## src/rtl/dcfg_pkg.sv

```systemverilog
// Package: shared helpers for the serial delay-setting loader.
// Gives the frame length and the bit positions of each field inside the
// shift register. Index 0 of the register is the most recently received bit.
package dcfg_pkg;

    // Total frame bits: one enable plus the address bits per line.
    function automatic int frame_bits(input int lines, input int addr_w);
        return lines * (addr_w + 1);
    endfunction

    // Register index of the enable of line n (0-based) once a full frame is held.
    function automatic int en_index(input int lines, input int addr_w, input int n);
        return lines * addr_w + n;
    endfunction

    // Register index of the address MSB of line n (0-based).
    function automatic int addr_msb_index(input int lines, input int addr_w, input int n);
        return lines * addr_w - 1 - n * addr_w;
    endfunction

endpackage

```

## src/rtl/dcfg_sync.sv

```systemverilog
// Module: dcfg_sync
// A multi-bit synchronizer chain with STAGES flops per bit.
// Assumes every bit is an independent, slowly changing level. No bus
// coherence is implied. The bits reset to 0.
module dcfg_sync #(
    parameter int STAGES = 2,
    parameter int WIDTH  = 3
) (
    input  logic             clk,
    input  logic             rst_n,
    input  logic [WIDTH-1:0] async_i,
    output logic [WIDTH-1:0] sync_o
);

    logic [WIDTH-1:0] stage_q [STAGES];

    // First stage samples the asynchronous inputs.
    always_ff @(posedge clk) begin
        if (!rst_n) stage_q[0] <= '0;
        else        stage_q[0] <= async_i;
    end

    // Later stages resolve metastability one flop at a time.
    for (genvar s = 1; s < STAGES; s++) begin : g_stage
        always_ff @(posedge clk) begin
            if (!rst_n) stage_q[s] <= '0;
            else        stage_q[s] <= stage_q[s-1];
        end
    end

    assign sync_o = stage_q[STAGES-1];

endmodule

```

## src/rtl/dcfg_edge.sv

```systemverilog
// Module: dcfg_edge
// Rising-edge detector on a level that is already synchronous.
// The output is high for one cycle when the level goes from 0 to 1.
// Assumes the level was 0 during reset.
module dcfg_edge (
    input  logic clk,
    input  logic rst_n,
    input  logic level_i,
    output logic rise_o
);

    logic prev_q;

    // Remember last cycle's level.
    always_ff @(posedge clk) begin
        if (!rst_n) prev_q <= 1'b0;
        else        prev_q <= level_i;
    end

    assign rise_o = level_i & ~prev_q;

endmodule

```

## src/rtl/dcfg_shifter.sv

```systemverilog
// Module: dcfg_shifter
// A frame-long shift register. New bits enter at index 0, and the oldest bit
// sits at the top index and drives the serial output for chaining.
// Assumes shift_i is a single-cycle strobe.
module dcfg_shifter #(
    parameter int FRAME = 20
) (
    input  logic             clk,
    input  logic             rst_n,
    input  logic             shift_i,
    input  logic             bit_i,
    output logic [FRAME-1:0] frame_o,
    output logic             sout_o
);

    logic [FRAME-1:0] sr_q;

    // Move the register by one place on each detected serial-clock edge.
    always_ff @(posedge clk) begin
        if (!rst_n)       sr_q <= '0;
        else if (shift_i) sr_q <= {sr_q[FRAME-2:0], bit_i};
    end

    assign frame_o = sr_q;
    assign sout_o  = sr_q[FRAME-1];

endmodule

```

## src/rtl/dcfg_hold.sv

```systemverilog
// Module: dcfg_hold
// Decodes the shift-register contents into per-line enables and addresses.
// These are copied into holding registers on a load strobe, and a one-cycle
// update pulse is raised alongside the new values.
// Assumes load_i is a single-cycle strobe.
module dcfg_hold
    import dcfg_pkg::*;
#(
    parameter int LINES  = 4,
    parameter int ADDR_W = 4
) (
    input  logic                      clk,
    input  logic                      rst_n,
    input  logic                      load_i,
    input  logic [LINES*(ADDR_W+1)-1:0] frame_i,
    output logic [LINES-1:0]          en_o,
    output logic [LINES*ADDR_W-1:0]   addr_o,
    output logic                      update_o
);

    logic [LINES-1:0]        nxt_en;
    logic [LINES*ADDR_W-1:0] nxt_addr;
    logic [LINES-1:0]        en_q;
    logic [LINES*ADDR_W-1:0] addr_q;
    logic                    upd_q;

    // Per-line field extraction from the fixed frame layout.
    for (genvar n = 0; n < LINES; n++) begin : g_line
        localparam int EN_POS  = en_index(LINES, ADDR_W, n);
        localparam int MSB_POS = addr_msb_index(LINES, ADDR_W, n);
        assign nxt_en[n]                  = frame_i[EN_POS];
        assign nxt_addr[n*ADDR_W +: ADDR_W] = frame_i[MSB_POS -: ADDR_W];
    end

    // Commit decoded settings on load.
    always_ff @(posedge clk) begin
        if (!rst_n) begin
            en_q   <= '0;
            addr_q <= '0;
        end else if (load_i) begin
            en_q   <= nxt_en;
            addr_q <= nxt_addr;
        end
    end

    // Flag the cycle in which the new settings first show.
    always_ff @(posedge clk) begin
        if (!rst_n) upd_q <= 1'b0;
        else        upd_q <= load_i;
    end

    assign en_o     = en_q;
    assign addr_o   = addr_q;
    assign update_o = upd_q;

endmodule

```

## src/rtl/dcfg_top.sv

```systemverilog
// Module: dcfg_top
// The serial delay-setting loader. It synchronizes the serial clock, data and
// strobe, detects the rising edges of the serial clock and strobe, shifts the
// data into a frame register and commits the decoded frame on the strobe.
// Assumes the serial inputs stay steady for several system clocks
// around each serial-clock edge.
module dcfg_top #(
    parameter int LINES       = 4,
    parameter int ADDR_W      = 4,
    parameter int SYNC_STAGES = 2
) (
    input  logic                    clk,
    input  logic                    rst_n,
    input  logic                    sclk_i,
    input  logic                    sdat_i,
    input  logic                    latch_i,
    output logic                    sdat_o,
    output logic [LINES-1:0]        line_en_o,
    output logic [LINES*ADDR_W-1:0] line_addr_o,
    output logic                    update_o
);

    localparam int FRAME = dcfg_pkg::frame_bits(LINES, ADDR_W);

    logic [2:0]       sync_vec;
    logic             sclk_rise;
    logic             latch_rise;
    logic [FRAME-1:0] frame;

    dcfg_sync #(.STAGES(SYNC_STAGES), .WIDTH(3)) u_sync (
        .clk     (clk),
        .rst_n   (rst_n),
        .async_i ({latch_i, sdat_i, sclk_i}),
        .sync_o  (sync_vec)
    );

    dcfg_edge u_sclk_edge (
        .clk     (clk),
        .rst_n   (rst_n),
        .level_i (sync_vec[0]),
        .rise_o  (sclk_rise)
    );

    dcfg_edge u_latch_edge (
        .clk     (clk),
        .rst_n   (rst_n),
        .level_i (sync_vec[2]),
        .rise_o  (latch_rise)
    );

    dcfg_shifter #(.FRAME(FRAME)) u_shift (
        .clk     (clk),
        .rst_n   (rst_n),
        .shift_i (sclk_rise),
        .bit_i   (sync_vec[1]),
        .frame_o (frame),
        .sout_o  (sdat_o)
    );

    dcfg_hold #(.LINES(LINES), .ADDR_W(ADDR_W)) u_hold (
        .clk      (clk),
        .rst_n    (rst_n),
        .load_i   (latch_rise),
        .frame_i  (frame),
        .en_o     (line_en_o),
        .addr_o   (line_addr_o),
        .update_o (update_o)
    );

endmodule

```

## config.mk

```make
export PLATFORM = sky130hd
export DESIGN_NAME = dcfg_top
export DESIGN_NICKNAME = d
export VERILOG_FILES = /design/src/rtl/dcfg_pkg.sv /design/src/rtl/dcfg_sync.sv /design/src/rtl/dcfg_edge.sv /design/src/rtl/dcfg_shifter.sv /design/src/rtl/dcfg_hold.sv /design/src/rtl/dcfg_top.sv
export SDC_FILE = /design/constraint.sdc
export NUM_CORES = 1
export LEC_CHECK = 0
export ABC_AREA = 1
export BUFFER_PORTS_ARGS = -buffer_cell sky130_fd_sc_hd__clkbuf_2
export CAP_MARGIN = 20
export CORE_UTILIZATION = 50
export DETAILED_ROUTE_END_ITERATION = 8
export PLACE_DENSITY = 0.75
export SETUP_SLACK_MARGIN = 0.15
export SYNTH_ARGS = -nofsm -noshare
export SYNTH_HDL_FRONTEND = slang
export SYNTH_SLANG_ARGS = --single-unit
```

## constraint.sdc

```tcl
create_clock -name clk -period 0.8 [get_ports clk]
set_input_delay 0.12 -clock clk [delete_from_list [all_inputs] [get_ports clk]]
set_output_delay 0.12 -clock clk [all_outputs]
set_load 0.01 [all_outputs]
```

# Yosys cells after proc, flatten, opt, wreduce, memory -nomap -nowiden
# Memories as Yosys holds them, arrays and structs flattened.
# Cells that the tools add are included.
# word_totals
reg_bits	43
mem_bits_rw	6
inputBits	5
wordCells	17
n_memories	1
# classes
mux	4
bitwise	6
# memory_table
name	depth	width	rd	rd_clocked_by_memory_dff	write_ports	line_no	source
u_sync.stage_q	2	3	2	0	2	dcfg_sync.sv:15	logic [WIDTH-1:0] stage_q [STAGES];
# ops
op	count
3-bit 2-to-1 mux	2
1-bit bitwise AND	2
1-bit 2-to-1 mux	2
1-bit NOT	2
1-bit OR	2

# Logic depth before layout (Yosys ltp)
# logic_depth
depth_word	2
mapped_depth	5
ltp_nobuf	4

# Hierarchy
# Synthesis repeated with hierarchy kept, for this count alone.
# unflattened
cells_unflattened	285
area_unflattened_um2	1999.4
# by_module_without_submodules
module	n_inst	cells_each	area_per_inst_um2	seq_area_each_um2
dcfg_hold	1	130	920.9	420.4
dcfg_shifter	1	127	838.3	400.4
dcfg_sync	1	18	165.2	120.1
dcfg_edge	2	5	37.5	20.0

# Least setup slack after synthesis
# Ideal clock, no wire load.
# synth_timing
kind	register -> register
from	memory u_sync.stage_q[1][2]
to	register u_hold.addr_q[14], in the netlist u_hold.addr_o[14]
setup_ps	113
arrival_time_ps	702
t_required_ps	687
path_slack_ps	-15
stages_incl_launch_ff	5
path_buffers	1
synth_period_minus_slack_ps	815
path_cell_list	dfxtp_1 > buf_2 > nand3_1 > nand2_1 > nor2_1
# synth_lines
element	line_no	source
from (decl)	dcfg_sync.sv:15	
to (signal assigned)	dcfg_hold.sv:42	addr_q <= nxt_addr;
to (decl)	dcfg_hold.sv:24	logic [LINES*ADDR_W-1:0] addr_q;

==> impl_metrics.json <==
{
  "die_y_um": 63.6,
  "start_kind": "flop",
  "status": "complete, but fails checks",
  "vias": 1748,
  "antenna_found_initial": 0,
  "dp_hpwl_mm": 2.43,
  "grt_max_degree": 26,
  "rows": 22,
  "leakage_nw": 1.22,
  "synth_async_sr_flop_share_pct": 0,
  "setup_viol": 62,
  "ant_nets": 0,
  "max_freq_ghz": 1.06,
  "dieArea_sq_mm": 0.00405,
  "synthCells": 270,
  "synth_top_area_share_pct": 51.6,
  "yosysTopAreaCell": "dfxtp_1",
  "worst_slack_ns": -0.143,
  "grt_use_total_pct": 20.6,
  "tightestPinTransition_ns": 0.138,
  "relSlewSlack_pct": 90.8,
  "clock_sinks": 49,
  "cts-root-buf": "clkbuf_8",
  "io_pins": 27,
  "cts.htree.levels": 2,
  "clk_pin_slew_ns": 0.09,
  "fin_util_pct": 72.8,
  "synth_common_cells": "nor2_1 (81), dfxtp_1 (49), nand2_1 (48), nand3_1 (40), inv_1 (31)",
  "period_share_pct": 118,
  "powerDensity_mw_per_mm2": 1790,
  "antennaDiodeCount": 0,
  "grt_first_pass_wirelength_mm": 6.53,
  "cts-buffers-inserted": 5,
  "drc": 0,
  "hold_buffers": 0,
  "firstDrtPassIters": 4,
  "rsz0062_at_grt": "yes",
  "overflow": 0,
  "period_needed_ns": 0.943,
  "routed_via_density": 4.92,
  "area_growth_pct": 40.3,
  "crit_top_cell": "nor2_1",
  "violations": "negative hold slack, negative setup slack",
  "yosysMostFrequentCell": "nor2_1",
  "ctsLongestPathBuffers": 2,
  "hold_viol": 1,
  "coreArea_sq_mm": 0.00366,
  "gp_congestion": 0.754,
  "synth-warning-count": 0,
  "synth_edf_count": 0,
  "post_drt_wl_per_cell_um": 12.5,
  "slowest_stage": "dfxtp_2",
  "crit_chain": "inv_2 -> nor2_4 -> buf_12 -> nor2_1 -> nor2_1",
  "finalWirelength_mm": 4.42,
  "slew_violations": 0,
  "fin_skew_ns": 0.00575,
  "drive_gt1_share_pct": 32.2,
  "syn_avg_cell_area_sq_um": 7.03,
  "worst_path_largest_cell_delay_ns": 0.36,
  "crit_fanout": 16,
  "cts_tree": "yes",
  "num-nets-final": 312,
  "portBuffers": 26,
  "start_util_pct": 51.9,
  "ys.flop_type": "dfxtp_1",
  "cap_violations": 0,
  "synth_seq_area_share_pct": 51.6,
  "die_w_um": 63.6,
  "vdd_drop_max_uv": 1090,
  "arrival_ns": 1.17,
  "preCtsSetupSlack_ns": -0.0883,
  "clk_latency_ns": 0.29,
  "drt_iter0_markers": 131,
  "required_ns": 1.02,
  "hold_ws_ns": -0.000767,
  "syn_area_sq_mm": 0.00190,
  "grt_pass1_vias": 1513,
  "ys_types": 11,
  "min_path_type": "in2reg",
  "netlist_top_cells_area": "dfxtp_1 (52%), nor2_1 (16%), nand3_1 (11%)",
  "endpoint_kind": "flop",
  "syn-num-nets": 275,
  "ys_seq_elements": 49,
  "path_class": "reg2reg"
}
## per-layer routing
| layer | share of wire, % | vias up | track usage, % |
|---|---|---|---|
| met5 | 0 | - | 0 |
| met4 | 2.2 | 0 | 7.39 |
| met3 | 4.2 | 12 | 5.80 |
| met2 | 51 | 54 | 34.0 |
| met1 | 43 | 799 | 25.4 |
| li1 | - | 883 | - |
## through the flow
| stage | setup TNS (ns) | cell area (sq um) | total power [W] | instances |
|---|---|---|---|---|
| after floorplan | 0 | 1970 | 0.00305 | 270 |
| after global placement | -1.21 | 2220 | 0.00320 | 341 |
| after detailed placement | -2.31 | 2220 | 0.00322 | 341 |
| after CTS | -4.46 | 2410 | 0.00465 | 350 |
| after global routing | -7.92 | 2660 | 0.00501 | 355 |
| final | -4.96 | 2660 | 0.00478 | 355 |
## cell families after synthesis
logic type	count (synthesis)	synth area share, %
buffers and inverters	50	11.7
DFF	49	51.6
and+or+nand+nor	171	36.7
## state kept, by name (all words and copies together) (netlist names)
register             flops
u_latch_edge.prev_q      1
u_hold.addr_o           16
u_sclk_edge.prev_q       1
u_shift.frame_o         20
u_hold.en_o              4
u_sync.stage_q           6
u_hold.update_o          1
## layout make-up
class	count	area, sq um
clock buffers	7	86.3
well taps	48	60.1
fillers	280	997
repair buffers	47	589
inverters	33	134
multi-input cells	171	774
flip-flops and latches	49	1020
## path summary, 6_finish.rpt
path                   startpoint              endpoint  slack (ns)  depth (start not counted)
max          u_sync.stage_q[1][0]    u_shift.frame_o[7]       -0.14                          5
max reg2reg  u_sync.stage_q[1][0]    u_shift.frame_o[7]       -0.14                          5
min reg2reg  u_sync.stage_q[0][0]  u_sync.stage_q[1][0]        0.41                          2
min                        sclk_i  u_sync.stage_q[0][0]     -0.0008                          3
## power by group
group          switching, W  leakage, nW  total [W]  internal [W]
sequential        0.0000775        0.412    0.00264       0.00256
clock              0.000774       0.0443    0.00146      0.000688
combinational      0.000342        0.763   0.000683      0.000340
## timing repair
| action | CTS | global route |
|---|---|---|
| pin swaps | 4 | 5 |
| setup buffers | 1 | 2 |
| gates resized for setup | 33 | 58 |
| cloned | 1 | 3 |
| endpoints found under the setup margin | 65 | 65 |
## critical path, delay by kind of cell, from the launching register on
| kind | cells | cell delay (ns) |
|---|---|---|
| buf+inv | 2 | 0.21 |
| flops | 1 | 0.36 |
| simple gates | 3 | 0.30 |
## cells in the final DEF (no fill, tap or decap)
cell type and instances:
clkbuf_1 1, nand2_4 2, nand2_1 46, inv_6 1
dfxtp_1 24, dfxtp_4 3, buf_4 6, clkbuf_16 2
buf_16 1, buf_6 25, dfxtp_2 22, buf_12 8
clkbuf_2 4, nor2_4 3, inv_4 2, inv_1 27
buf_2 1, inv_2 3, nor2_1 78, clkbuf_8 6
nand3_1 32, nand3_2 8, nor2_2 2
Power figures use the tool's default switching activity.
